==> src/rtl/post_pkg.sv <==
package post_pkg;

  typedef enum logic [1:0] {
    ST_START = 2'd0,
    ST_RUN   = 2'd1,
    ST_PASS  = 2'd2,
    ST_FAIL  = 2'd3
  } postState_e;

  // Control-to-datapath strobes, at most one group active per cycle
  typedef struct packed {
    logic startRun;   // latch prior flag, point at first test
    logic nextTest;   // advance index, restart wait count
    logic waitTick;   // one more cycle without response
    logic markFail;   // capture failure code, request flag set
    logic markPass;   // clear code, request flag clear
  } postStrobe_t;

  // Fixed test order; index value is what testSel carries
  typedef enum logic [3:0] {
    TID_FW_SIG   = 4'd0,
    TID_CBC_ENC  = 4'd1,
    TID_CBC_DEC  = 4'd2,
    TID_SHA256   = 4'd3,
    TID_SHA512   = 4'd4,
    TID_DRBG     = 4'd5,
    TID_HMAC256  = 4'd6,
    TID_XTS_ENC  = 4'd7,
    TID_XTS_DEC  = 4'd8,
    TID_KEYWRAP  = 4'd9,
    TID_KEYUNWRP = 4'd10
  } testId_e;

  localparam int unsigned TEST_COUNT = 11;
  localparam int unsigned CODE_W     = 4;

endpackage

==> src/rtl/post_ctrl.sv <==
module post_ctrl
  import post_pkg::*;
(
  input  logic        clk,
  input  logic        rstN,
  input  logic        testDone,
  input  logic        testPass,
  input  logic        lastTest,
  input  logic        timeoutHit,
  output postState_e  state,
  output postStrobe_t stb
);

  postState_e nextState;

  always_ff @(posedge clk or negedge rstN) begin
    if (!rstN) state <= ST_START;
    else       state <= nextState;
  end

  always_comb begin
    nextState = state;
    stb       = '0;
    unique case (state)
      ST_START: begin
        stb.startRun = 1'b1;
        nextState    = ST_RUN;
      end
      ST_RUN: begin
        if (testDone) begin
          if (!testPass) begin
            stb.markFail = 1'b1;
            nextState    = ST_FAIL;
          end else if (lastTest) begin
            stb.markPass = 1'b1;
            nextState    = ST_PASS;
          end else begin
            stb.nextTest = 1'b1;
          end
        end else if (timeoutHit) begin
          stb.markFail = 1'b1;
          nextState    = ST_FAIL;
        end else begin
          stb.waitTick = 1'b1;
        end
      end
      ST_PASS: nextState = ST_PASS;
      ST_FAIL: nextState = ST_FAIL;
      default: nextState = ST_FAIL;
    endcase
  end

endmodule

==> src/rtl/post_dpath.sv <==
module post_dpath
  import post_pkg::*;
#(
  parameter int unsigned TIMEOUT_W = 16,
  parameter int unsigned NUM_TESTS = TEST_COUNT,
  localparam int unsigned TEST_W   = $clog2(NUM_TESTS)
) (
  input  logic                 clk,
  input  logic                 rstN,
  input  postStrobe_t          stb,
  input  logic                 priorFail,
  input  logic [TIMEOUT_W-1:0] timeoutCycles,
  output logic [TEST_W-1:0]    testIdx,
  output logic                 lastTest,
  output logic                 timeoutHit,
  output logic [CODE_W-1:0]    statusCode,
  output logic                 flagWrEn,
  output logic                 flagWrData
);

  localparam logic [CODE_W-1:0] UNRECOVERABLE = '1;
  localparam logic [TEST_W-1:0] LAST_IDX      = TEST_W'(NUM_TESTS - 1);

  logic [TIMEOUT_W-1:0] waitCnt;
  logic                 priorLat;
  logic [TIMEOUT_W:0]   waitNext;

  // test index
  always_ff @(posedge clk or negedge rstN) begin
    if (!rstN)             testIdx <= '0;
    else if (stb.startRun) testIdx <= '0;
    else if (stb.nextTest) testIdx <= testIdx + 1'b1;
  end

  assign lastTest = (testIdx == LAST_IDX);

  // per-test wait counter
  always_ff @(posedge clk or negedge rstN) begin
    if (!rstN)                            waitCnt <= '0;
    else if (stb.startRun | stb.nextTest) waitCnt <= '0;
    else if (stb.waitTick)                waitCnt <= waitCnt + 1'b1;
  end

  assign waitNext   = {1'b0, waitCnt} + 1'b1;
  assign timeoutHit = (waitNext >= {1'b0, timeoutCycles});

  // prior-failure latch, sampled once per run
  always_ff @(posedge clk or negedge rstN) begin
    if (!rstN)             priorLat <= 1'b0;
    else if (stb.startRun) priorLat <= priorFail;
  end

  // status code
  always_ff @(posedge clk or negedge rstN) begin
    if (!rstN)             statusCode <= '0;
    else if (stb.markFail) statusCode <= priorLat ? UNRECOVERABLE
                                                  : CODE_W'(testIdx) + 1'b1;
    else if (stb.markPass) statusCode <= '0;
  end

  // persistent flag write strobe
  always_ff @(posedge clk or negedge rstN) begin
    if (!rstN) begin
      flagWrEn   <= 1'b0;
      flagWrData <= 1'b0;
    end else begin
      flagWrEn <= stb.markFail | stb.markPass;
      if (stb.markFail | stb.markPass) flagWrData <= stb.markFail;
    end
  end

endmodule

==> src/rtl/post_seq.sv <==
module post_seq
  import post_pkg::*;
#(
  parameter int unsigned TIMEOUT_W = 16,
  parameter int unsigned NUM_TESTS = TEST_COUNT,
  localparam int unsigned TEST_W   = $clog2(NUM_TESTS)
) (
  input  logic                 clk,
  input  logic                 rstN,
  input  logic [TIMEOUT_W-1:0] timeoutCycles,
  input  logic                 priorFail,
  output logic                 testReq,
  output logic [TEST_W-1:0]    testSel,
  input  logic                 testDone,
  input  logic                 testPass,
  output logic                 pathEnable,
  output logic                 cryptoEnable,
  output logic                 failed,
  output logic [CODE_W-1:0]    statusCode,
  output logic                 flagWrEn,
  output logic                 flagWrData
);

  postState_e  state;
  postStrobe_t stb;
  logic        lastTest;
  logic        timeoutHit;

  post_ctrl u_ctrl (
    .clk        (clk),
    .rstN       (rstN),
    .testDone   (testDone),
    .testPass   (testPass),
    .lastTest   (lastTest),
    .timeoutHit (timeoutHit),
    .state      (state),
    .stb        (stb)
  );

  post_dpath #(
    .TIMEOUT_W (TIMEOUT_W),
    .NUM_TESTS (NUM_TESTS)
  ) u_dpath (
    .clk           (clk),
    .rstN          (rstN),
    .stb           (stb),
    .priorFail     (priorFail),
    .timeoutCycles (timeoutCycles),
    .testIdx       (testSel),
    .lastTest      (lastTest),
    .timeoutHit    (timeoutHit),
    .statusCode    (statusCode),
    .flagWrEn      (flagWrEn),
    .flagWrData    (flagWrData)
  );

  assign testReq      = (state == ST_RUN);
  assign failed       = (state == ST_FAIL);
  assign pathEnable   = (state == ST_PASS);
  assign cryptoEnable = (state == ST_PASS);

endmodule

==> config.mk <==
export PLATFORM = sky130hd
export DESIGN_NAME = post_seq
export DESIGN_NICKNAME = d
export VERILOG_FILES = /design/src/rtl/post_pkg.sv /design/src/rtl/post_ctrl.sv /design/src/rtl/post_dpath.sv /design/src/rtl/post_seq.sv
export SDC_FILE = /design/constraint.sdc
export NUM_CORES = 1
export LEC_CHECK = 0
export ABC_AREA = 1
export BUFFER_PORTS_ARGS = -buffer_cell sky130_fd_sc_hd__buf_2
export CAP_MARGIN = 20
export CORE_ASPECT_RATIO = 0.7
export CORE_UTILIZATION = 40
export DETAILED_ROUTE_END_ITERATION = 7
export GPL_TIMING_DRIVEN = 0
export PLACE_DENSITY_LB_ADDON = 0.15
export SYNTH_ARGS = -nofsm -noshare
export SYNTH_HDL_FRONTEND = slang
export SYNTH_SLANG_ARGS = --single-unit
==> constraint.sdc <==
create_clock -name clk -period 8.35 [get_ports clk]
set_input_delay 0 -clock clk [delete_from_list [all_inputs] [get_ports clk]]
set_output_delay 0 -clock clk [all_outputs]
set_load 0.02 [all_outputs]
After elaboration in Yosys (flattened, before gate mapping)
Cells that the tools add are included.
{ "totals": {"wordCells": 49, "ff_bits": 29} }
{ "classes": {"reduce_logical": 5, "n_mux": 25, "magnitude_cmp": 1, "bitwise_logic": 2, "add_sub_neg": 3, "eq_ne": 6} }
{ "op_table": {"columns": ["cell", "count"], "rows": [
  ["2-to-1 mux 16 bit", 2],
  ["2-to-1 mux 4 bit", 6],
  ["adder 16 x 1 -> 17 bit (second input constant)", 1],
  ["greater-or-equal comparator 17 x 16 -> 1 bit", 1],
  ["adder 16 x 1 -> 16 bit (second input constant)", 1],
  ["2-to-1 mux 1 bit", 12],
  ["2-to-1 mux 2 bit", 4],
  ["one-hot mux 2 bit (4 select lines)", 1],
  ["nonzero test 2 bit", 3],
  ["adder 4 x 1 -> 4 bit (second input constant)", 1],
  ["== test 2 bit (second input constant)", 2],
  ["== test 4 bit (second input constant)", 1],
  ["!= test 4 x 3 -> 1 bit (second input constant)", 1],
  ["!= test 3 x 1 -> 1 bit (second input constant)", 1],
  ["== test 2 x 1 -> 1 bit (second input constant)", 1],
  ["zero test 2 bit", 1],
  ["bitwise OR 1 bit", 2],
  ["AND reduction 2 bit", 1]
]} }

Longest topological paths before layout
Gate-level depths: netlist of run 1.
{ "depth": {"depth_word": 7, "mapped_depth": 23, "ltp_nobuf": 22} }

Hierarchy
Synthesis of run 1 repeated with hierarchy kept, for this count alone.
{ "unflattened": {"cells_unflattened": 310, "hier_area_um2": 2172.1} }
{ "modules_own_cells": {"columns": ["mod", "seq_area_each_um2", "n_inst", "cells_each", "area_each_um2"], "rows": [
  ["post_dpath", 675.6, 1, 281, 1999.4],
  ["post_ctrl", 50.0, 1, 22, 142.6],
  ["post_seq", 0.0, 1, 7, 30.0]
]} }

Least setup slack after synthesis of run 1
Ideal clock, no wire load.
{ "synth_path": {"path_type": "register -> register", "startpoint": "reg u_dpath.waitCnt[0]", "endpoint": "reg u_dpath.waitCnt[13]", "required_time_ns": 8.285, "slack_ns": 5.708, "setup_ns": 0.065, "period_less_slack_ns": 2.642, "arrival_time_ns": 2.577, "path_stages_with_launch": 23, "n_path_buf": 1, "cell_sequence": "dfrtp_1 -> ha_1 -> nand2_1 -> nor2_2 -> nand3b_2 -> nor3_2 -> xnor2_1 -> inv_1 -> ha_1 -> nand2_1 -> inv_1 -> nand2_1 -> nor2_1 -> a21oi_1 -> nand2_1 -> nand2_1 -> nand2_1 -> nand2_1 -> nand3_4 -> inv_4 -> buf_6 -> nand2_1 -> nand2_1"} }
{ "synth_via": {"elab_chain_cells": 6, "word_cells_on_any_way": 9, "classes_between": "add/sub: 2; order compare: 1; mux: 5; reduce/logical: 1"} }
{ "synth_lines": {"columns": ["element", "line", "text"], "rows": [
  ["start: declaration", "post_dpath.sv:24", "logic [TIMEOUT_W-1:0] waitCnt;"],
  ["start signal: assignment", "post_dpath.sv:41", "else if (stb.waitTick) waitCnt <= waitCnt + 1'b1;"],
  ["adder 16 x 1 -> 17 bit", "post_dpath.sv:44", "assign waitNext = {1'b0, waitCnt} + 1'b1;"],
  ["greater-or-equal comparator 17 x 16 -> 1 bit", "post_dpath.sv:45", "assign timeoutHit = (waitNext >= {1'b0, timeoutCycles});"],
  ["2-to-1 mux 1 bit", "post_ctrl.sv:40", "end else if (timeoutHit) begin"],
  ["2-to-1 mux 1 bit", "post_ctrl.sv:30", "if (testDone) begin"],
  ["2-to-1 mux 4 bit", "post_ctrl.sv:24", "unique case (state)"],
  ["nonzero test 2 bit (no line)", null, null]
]} }
Several ways; a longest one is shown, not always the timed one. The select of a mux whose other input is x is not followed.
A chain may end at the register's enable or synchronous reset.

Worst setup path in the final report of run 1
Ends and elaborated chain as after synthesis.

==> impl_metrics.tcl, run 1 <==
set metrics [dict create \
    ctsHoldBuffers 2 \
    fp.coreArea_mm2 0.00491 \
    grt_overflow 0 \
    grt_usage_pct 18.1 \
    antenna_left 0 \
    yosys.area_share.simple_pct 30.1 \
    min_period_ns 3.16 \
    ioPinCount 35 \
    yosysSeqAreaShare_pct 34.7 \
    hold_ws_ns 0.109 \
    start_util_pct 42.6 \
    htree_num_levels 2 \
    power_w 0.000383 \
    antenna_found_initial 0 \
    dpl.hpwl_mm 3.38 \
    worstPathMaxFanout 10 \
    drtIter0Drc 57 \
    critical_path_class "flip-flop to flip-flop" \
    fin_cells 393 \
    dieHeight_um 62.5 \
    arrival_ns 3.38 \
    first_global_vias 1581 \
    end_kind "flip-flop" \
    critical_path_required_ns 8.57 \
    postCtsSetupRepairBufs 0 \
    grt_max_degree 30 \
    ys.flop_type "dfrtp_1" \
    numCtsBuffers 5 \
    outcome "finished, final reports clean" \
    r2r_slack_ns 5.19 \
    setup_violations 0 \
    cts_resized 0 \
    fmax_mhz 317 \
    critPathLaunchType "flip-flop" \
    drive_above_1_share_pct 20.1 \
    p_leak_nw 1.47 \
    wl_mm 4.35 \
    drv_slew 0 \
    antenna_cells 0 \
    endpoint "u_dpath.waitCnt[13]" \
    final_common_cell "nand2_1" \
    worstSetupStartpoint "u_dpath.waitCnt[0]" \
    nets 363 \
    tns_ns 0 \
    place_area_mm2 0.00235 \
    clkSinkCount 29 \
    tritoncts "done" \
    synth_compound_area_share_pct 4.49 \
    path_clk_slew_ns 0.06 \
    syn-cell-area_mm2 0.00209 \
    place_inst 383 \
    rr_startpoint "u_dpath.waitCnt[0]" \
    syn_inst 280 \
    rsz0062_at_grt "no" \
    dr.pass1.iters 4 \
    wl_per_cell_um 11.1 \
    syn_to_final_growth_pct 18.1 \
    yosys_warnings 0 \
    grt_first_pass_wirelength_mm 7.60 \
    port_buffers 34 \
    maxCapViolCount 0 \
    synth-xor-area-share_pct 6.70 \
    rows 21 \
    p_per_area_mw_per_mm2 155 \
    clockBufferDepth 2 \
    dr_total_vias 1705 \
    synth_edf_count 0 \
    die_w_um 88.4 \
    async_reset_ff_share_pct 100 \
    synthMuxAreaShare_pct 0.539 \
    ys_ff_latch 29 \
    clkLatencyLatePin_ns 0.28 \
    worst_r2r_path_depth 22 \
    slew_headroom_pct 54.1 \
    root_buffer "clkbuf_8" \
    fin_area_mm2 0.00247 \
    synthAdderAreaFrac_pct 11.4 \
    via_per_inst 4.34 \
    rr_endpoint "u_dpath.waitCnt[13]" \
    finClkSkew_ns 0.00538 \
    final_cell_mix "nand2_1, inv_1, buf_2" \
    hold_viol 0 \
    synth_cell_types 29 \
    ir_worst_vdd_mv 0.0735 \
    syn-num-nets 320 \
    drc 0 \
    synth_top_family_by_area "simple AND/OR/NAND/NOR gates" \
    die_area_mm2 0.00552 \
    hp-class "input port to flip-flop" \
    place_congestion 0.805 \
    timing.final.crit_share_pct 37.8 \
    syn_avg_cell_area_um2 7.47 \
    tightest_slew_ns 0.688 \
]
[worst min path at each step]
stage,startpoint,endpoint,depth (start not counted)
finish,testPass,u_dpath.statusCode[2],4
global placement,rstN,u_dpath.waitCnt[8],1
detailed placement,rstN,u_dpath.waitCnt[8],1
floorplan,rstN,u_ctrl.state[0],0
global route,testPass,u_dpath.statusCode[0],4
CTS,testPass,u_dpath.statusCode[2],4
[through the flow]
| stage | setup WS (ns) | util, % |
|---|---|---|
| after floorplan | 5.71 | - |
| after global placement | 5.23 | 47.8 |
| after detailed placement | 5.22 | 47.8 |
| after CTS | 5.20 | 50.2 |
| after global routing | 4.83 | 50.2 |
| final | 5.19 | 50.2 |
[cells in the mapped netlist (2+ instances only)]
cell	instances	share of area (%)
nor2_1	12	2.2
nand4_1	2	0.60
nor2_2	4	1.2
nor3_2	2	0.96
inv_1	52	9.3
nand3_1	26	6.2
a21oi_1	6	1.4
dfrtp_1	29	35
o211ai_1	4	1.4
xor2_1	10	4.2
inv_2	3	0.54
buf_2	2	0.48
ha_1	19	11
xnor2_1	6	2.5
buf_6	2	1.1
o21ai_1	4	0.96
nand2_1	85	15
[sequential cells by signal (all words and copies together) (netlist names)]
name and cells:
u_dpath.priorLat 1, u_dpath.flagWrData 1, u_dpath.testIdx 4, u_dpath.statusCode 4
u_ctrl.state 2, u_dpath.flagWrEn 1, u_dpath.waitCnt 16
[final cells by class]
| class | count | area (um^2) |
|---|---|---|
| fillers | 498 | 2440 |
| flip-flops and latches | 29 | 726 |
| clock buffers | 7 | 96.3 |
| well taps | 69 | 86.3 |
| repair buffers | 36 | 190 |
| clock inverters | 1 | 5.00 |
| multi-input cells | 190 | 1110 |
| plain buffers | 5 | 40.0 |
| inverters | 56 | 213 |
[routing by layer]
layer	part of all wire (%)	GRT usage, %	routed length (um)
met1	58	28.3	2520
met2	37	24.9	1610
met3	4.1	4.36	180
met4	0.85	3.63	37
met5	0	0	0
[worst max-delay path, stage by stage (launching register included)]
cell      delay, ns
dfrtp_1        0.41
ha_1           0.20
nand2_1        0.08
nor2_2         0.22
nand3b_2       0.15
nor3_2         0.23
xnor2_1        0.15
inv_1          0.07
ha_1           0.29
nand2_1        0.08
inv_1          0.05
nand2_1        0.08
nor2_1         0.06
a21oi_1        0.11
nand2_1        0.06
nand2_1        0.05
nand2_1        0.05
nand2_1        0.14
nand3_4        0.17
inv_4          0.14
buf_6          0.15
nand2_1        0.06
nand2_1        0.07
[logic make-up (layout without fill, tap and decap cells)]
kind of cell    count (synthesis)  in the layout
compound gates                 16             16
flops                          29             29
mux                             1              1
xor+xnor                       16             16
buf+inv                        61            105
fa+ha+maj                      19             19
simple gates                  138            138
[report_power, final]
part	switching, W	internal [W]	total (W)
clock	0.0000528	0.0000744	0.000127
sequential	0.0000138	0.000156	0.000170
combinational	0.0000537	0.0000322	0.0000859
Power figures use the tool's default switching activity.
==> run 2, diff against run 1 <==
==> constraint.sdc (replaced) <==
create_clock -name clk -period 2.8 [get_ports clk]
set_input_delay 0 -clock clk [delete_from_list [all_inputs] [get_ports clk]]
set_output_delay 0 -clock clk [all_outputs]
set_load 0.02 [all_outputs]
==> run 2 against run 1 <==
  * Clock skew about the same
  * Flip-flop and latch count unchanged
  * Count of clock-buffer cells in the layout unchanged
  * Clock power increased to 3.0 times the previous value
  * Core utilization increased by 6.5 points
  * First-iteration DRC count increased by 14%
  * Largest cell class unchanged
  * Highest routed layer unchanged
==> impl_metrics.tcl, run 2 (synthesis results as in run 1) <==
set metrics [dict create \
    outcome "finished, final reports clean" \
    worst_r2r_path_depth 21 \
    die_area_mm2 0.00552 \
    slew_headroom_pct 54.6 \
    top_regs "u_dpath.waitCnt (16), u_dpath.statusCode (4), u_dpath.testIdx (4)" \
    drive_above_1_share_pct 32.1 \
    fmax_mhz 357 \
    root_buffer "clkbuf_8" \
    setup_violations 0 \
    hold_path_depth 4 \
    grt_usage_pct 18.5 \
    largest_reg_flops 16 \
    critical_path_required_ns 3.02 \
    fp.coreArea_mm2 0.00491 \
    nets 379 \
    power_w 0.00118 \
    dr.pass1.iters 4 \
    rsz0062_at_grt "yes" \
    first_global_vias 1630 \
    wl_per_cell_um 11.7 \
    clkLatencyLatePin_ns 0.28 \
    dieHeight_um 62.5 \
    maxCapViolCount 0 \
    fin_util_pct 56.8 \
    grt_first_pass_wirelength_mm 7.76 \
    end_kind "flip-flop" \
    worstPathMaxFanout 5 \
    hold_ws_ns 0.157 \
    ir_worst_vdd_mv 0.293 \
    clockBufferDepth 2 \
    start_util_pct 42.6 \
    timing.final.crit_share_pct 99.9 \
    grt_max_degree 30 \
    finClkSkew_ns 0.00523 \
    antenna_left 0 \
    p_leak_nw 1.64 \
    place_congestion 0.805 \
    die_w_um 88.4 \
    layout_setup_ws_ns 0.00209 \
    largest_register "u_dpath.waitCnt" \
    p_per_area_mw_per_mm2 424 \
    hold_viol 0 \
    place_ws_ns -0.332 \
    antenna_cells 0 \
    tightest_slew_ns 0.681 \
    antenna_found_initial 0 \
    ioPinCount 35 \
    rows 21 \
    tritoncts "done" \
    htree_num_levels 2 \
    final_common_cell "nand2_1" \
    drc 0 \
    syn_to_final_growth_pct 33.5 \
    drtIter0Drc 65 \
    dpl.hpwl_mm 3.38 \
    port_buffers 34 \
    critPathLaunchType "flip-flop" \
    dr_total_vias 1817 \
    clkSinkCount 29 \
    path_clk_slew_ns 0.07 \
    drv_slew 0 \
    numCtsBuffers 5 \
    critical_path_class "flip-flop to flip-flop" \
    min_period_ns 2.80 \
    grt_overflow 0 \
    arrival_ns 3.02 \
    hp-class "input port to flip-flop" \
    final_cell_mix "nand2_1, inv_1, buf_2" \
    via_per_inst 4.44 \
    wl_mm 4.79 \
    tns_ns 0 \
]
run 2: cell types whose count changed in the layout (fill, tap and decap cells not counted), moves of 3 or more:
cell | before | now
buf_4 | 1 | 14
nand2_1 | 85 | 74
nand2_2 | 1 | 11
xor2_2 | 0 | 3
xor2_1 | 10 | 7
nand3_1 | 26 | 20
nand3_2 | 1 | 6
nor2_4 | 1 | 5
run 2: routing by layer:
metal | vias up | track usage, % | wire length [um]
li1 | 981 | - | -
met1 | 791 | 28.6 | 2540
met2 | 41 | 26.0 | 1990
met3 | 4 | 4.36 | 219
met4 | 0 | 3.63 | 36
met5 | - | 0 | 0
run 2: layout make-up:
class / count / area [um^2]
sequential: 29 / 726
clock inverter: 1 / 5.00
timing repair buffer: 52 / 335
tap: 69 / 86.3
fill: 461 / 2120
inverter: 56 / 215
clock buffer: 7 / 96.3
buffer: 5 / 47.5
multi-input combinational: 190 / 1280
run 2: final timing paths:
kind,slack (ns),start,to
min in group asynchronous,0.30,rstN,u_dpath.waitCnt[8]
hold / removal,0.16,testPass,u_dpath.statusCode[2]
setup reg to reg,0.002,u_dpath.waitCnt[0],u_dpath.waitCnt[11]
setup / recovery,0.002,u_dpath.waitCnt[0],u_dpath.waitCnt[11]
hold reg to reg,0.49,u_dpath.flagWrData,u_dpath.flagWrData
max in group asynchronous,2.06,rstN,u_dpath.waitCnt[1]
run 2: critical path, stage by stage, from the launching register on:
cell and delay [ns]:
dfrtp_1 0.40, ha_2 0.21, nand2_2 0.08, nor2_4 0.14, buf_4 0.15, xor2_1 0.14
inv_1 0.10, ha_1 0.31, nand2_2 0.10, inv_1 0.04, nand2_1 0.05, nand2_1 0.08
a21oi_1 0.15, nand2_1 0.06, nand2_1 0.05, nand2_1 0.06, nand2_2 0.10, nand3_4 0.13
inv_6 0.12, clkbuf_16 0.14, nand2_1 0.05, nand2_1 0.06
run 2: through the flow:
step | cells | cell area (um^2)
CTS | 402 | 2620
global placement | 383 | 2350
finish | 409 | 2790
floorplan | 280 | 2090
global route | 409 | 2790
detailed placement | 383 | 2350
run 2: repair_timing:
item | CTS | global route
endpoints found under the setup margin | 23 | 23
pin swaps | 9 | 14
resized for setup | 20 | 22
hold endpoints to repair | 30 | 0
gates cloned | 0 | 1
buffers inserted | 9 | 6
hold buffers | 2 | 0
run 2: power breakdown:
| group | internal (W) | total (W) | switching (W) |
|---|---|---|---|
| Clock | 0.000222 | 0.000381 | 0.000159 |
| Sequential | 0.000465 | 0.000507 | 0.0000414 |
| Combinational | 0.000120 | 0.000297 | 0.000177 |
| Total | 0.000807 | 0.00118 | 0.000377 |
==> run 3, diff against run 2 <==
--- a/config.mk
+++ b/config.mk
@@ -5,7 +5,6 @@
 export SDC_FILE = /design/constraint.sdc
 export NUM_CORES = 1
 export LEC_CHECK = 0
-export ABC_AREA = 1
 export BUFFER_PORTS_ARGS = -buffer_cell sky130_fd_sc_hd__buf_2
 export CAP_MARGIN = 20
 export CORE_ASPECT_RATIO = 0.7
==> run 3 against run 2 <==
  * The run now ends with setup timing left
  * Sequential power fell by 6.3%
  * Hold slack improved by 0.0087 ns
  * Global-route usage rose by 1.2 points
  * Combinational power fell by 13%
  * Register-to-register slack got worse by 0.56 ns
  * Maximum frequency fell by 17%
  * Clock skew rose by 0.0010 ns
  * Synthesized area fell by 2.8%
  * Wire length rose by 6.7%
  * Power fell by 9.5%
  * Design area rose by 2.1%
  * Critical path type unchanged
  * Largest power group unchanged
  * Highest routed layer unchanged
==> impl_metrics.tcl, run 3 <==
set metrics [dict create \
    outcome "complete, but fails checks" \
    violations "setup timing" \
    rows 21 \
    grt_max_degree 30 \
    critPathLaunchType "flip-flop" \
    syn_avg_cell_area_um2 9.36 \
    fin_util_pct 58.9 \
    place_ws_ns -0.893 \
    root_buffer "clkbuf_8" \
    finClkSkew_ns 0.00623 \
    layout_setup_ws_ns -0.555 \
    drive_above_1_share_pct 41.4 \
    final_common_cell "buf_2" \
    antenna_cells 0 \
    grt_overflow 0 \
    synth_top_area_share_pct 35.7 \
    yosysSeqAreaShare_pct 35.7 \
    clkSinkCount 29 \
    top_regs "u_dpath.waitCnt (16), u_dpath.statusCode (4), u_dpath.testIdx (4)" \
    critical_path_class "flip-flop to flip-flop" \
    nets 331 \
    clockBufferDepth 2 \
    tritoncts "done" \
    tightest_slew_ns 0.710 \
    synth_edf_count 0 \
    end_kind "flip-flop" \
    antenna_found_initial 0 \
    fmax_mhz 298 \
    final_cell_mix "buf_2, buf_4, dfrtp_1" \
    yosys_warnings 0 \
    power_w 0.00107 \
    syn_inst 217 \
    start_util_pct 42.0 \
    arrival_ns 3.53 \
    syn-cell-area_mm2 0.00203 \
    port_buffers 34 \
    hp-class "input port to flip-flop" \
    fin_cells 361 \
    die_w_um 87.2 \
    post-synth-top-count-cell "dfrtp_1" \
    critical_path_required_ns 2.97 \
    maxCapViolCount 0 \
    min_period_ns 3.36 \
    async_reset_ff_share_pct 100 \
    fp.coreArea_mm2 0.00483 \
    worstPathMaxFanout 5 \
    synthTopCellsByArea "dfrtp_1, ha_1, nand2_1, mux2_2, and2_1" \
    drv_slew 0 \
    antenna_left 0 \
    hold_viol 0 \
    rsz0062_at_grt "yes" \
    ir_worst_vdd_mv 0.249 \
    dr_total_vias 1824 \
    dieHeight_um 61.6 \
    largest_register "u_dpath.waitCnt" \
    htree_num_levels 2 \
    ys.flop_type "dfrtp_1" \
    die_area_mm2 0.00537 \
    wl_mm 5.11 \
    ys_top_cells_by_count "dfrtp_1, nand2_1, ha_1, inv_1, and2_1" \
    largest_reg_flops 16 \
    ioPinCount 35 \
    syn_to_final_growth_pct 40.1 \
    p_per_area_mw_per_mm2 376 \
    clkLatencyLatePin_ns 0.28 \
    grt_first_pass_wirelength_mm 7.80 \
    first_global_vias 1612 \
    timing.final.crit_share_pct 120 \
    drc 0 \
    place_inst 320 \
    dpl.hpwl_mm 3.32 \
    synth_cell_types 38 \
    place_congestion 0.770 \
    slew_headroom_pct 52.7 \
    numCtsBuffers 5 \
    p_leak_nw 1.52 \
    dr.pass1.iters 4 \
    setup_violations 23 \
    syn-num-nets 257 \
    synth_top_area_cell "dfrtp_1" \
    drtIter0Drc 58 \
    wl_per_cell_um 14.1 \
    grt_usage_pct 19.7 \
    ys_ff_latch 29 \
    path_clk_slew_ns 0.06 \
    via_per_inst 5.05 \
]
==> run 3: changes by cell type after synthesis, sizes merged, moves of 5 or more <==
cell   before  now
and2        0   14
inv        56   18
mux2        1   12
nand2      86   25
nand3      28    6
nand4       2    9
nor2       17   10
nor2b       0    5
o21ai       5   11
xor2       10    5
==> run 3: repair_timing <==
item / in CTS / in global routing
pin swaps: 16 / 24
hold buffers: 2 / 0
buffers inserted: 20 / 12
setup endpoints to repair: 23 / 23
cloned: 0 / 1
hold endpoints to repair: 30 / 0
resized for setup: 17 / 24
==> run 3: worst paths after layout <==
path / start / end / slack (ns) / depth (start not counted)
worst max-delay path: u_dpath.waitCnt[1] / u_dpath.waitCnt[14] / -0.56 / 14
worst min-delay path: testPass / u_dpath.flagWrData / 0.17 / 5
worst max register to register: u_dpath.waitCnt[1] / u_dpath.waitCnt[14] / -0.56 / 14
worst min register to register: u_dpath.flagWrData / u_dpath.flagWrData / 0.49 / 2
max in group asynchronous: rstN / u_dpath.waitCnt[0] / 1.97 / 2
min in group asynchronous: rstN / u_dpath.waitCnt[12] / 0.32 / 2
==> run 3: critical path: stages (launching register included) <==
cell and delay (ns):
dfrtp_1 0.39, ha_4 0.15, nand4_1 0.19, nor3b_4 0.32
nand3_2 0.13, xnor2_2 0.17, ha_1 0.33, nand4_1 0.12
o41ai_2 0.06, a31o_1 0.20, or3b_4 0.38, or2_1 0.24
buf_6 0.14, buf_8 0.13, mux2_4 0.29
==> run 3: power breakdown <==
part	switching, W	internal [W]	leakage (nW)
sequential	0.0000272	0.000448	0.382
combinational	0.000137	0.000120	1.10
clock	0.000168	0.000172	0.0450
==> run 3: final cells by class <==
type | count | area [um^2]
Sequential cell | 29 | 727
Clock inverter | 2 | 10.0
Tap cell | 69 | 86.3
Inverter | 18 | 67.6
Buffer | 4 | 37.5
Timing Repair Buffer | 68 | 455
Clock buffer | 6 | 72.6
Fill cell | 448 | 1990
Multi-Input combinational cell | 165 | 1390
==> run 3: logic make-up (layout without fill, tap and decap cells) <==
family,Yosys count,in the layout,synth area share [%]
AOI/OAI and AO/OA,33,33,10.2
xor gates and xnor gates,13,13,5.60
muxes,16,16,9.36
and+or+nand+nor,84,84,22.2
DFF,29,29,35.7
adders and majority gates,19,19,11.7
buffers and inverters,23,98,5.23
==> run 3: through the flow <==
step,setup TNS (ns),hold slack (ns),cell area [um^2]
floorplan,-6.19,-0.296,2040
global placement,-16.06,0.0947,2300
global route,-13.50,0.209,2850
CTS,-10.77,0.163,2630
finish,-10.51,0.166,2850
detailed placement,-16.54,0.0835,2300
==> run 3: routing by layer <==
metal | global-route usage, % | part of all wire [%] | up-vias
met5 | 0 | 0 | -
met4 | 5.39 | 1.0 | 0
met3 | 4.16 | 3.0 | 7
met2 | 30.6 | 45 | 30
met1 | 28.2 | 51 | 887
li1 | - | - | 900
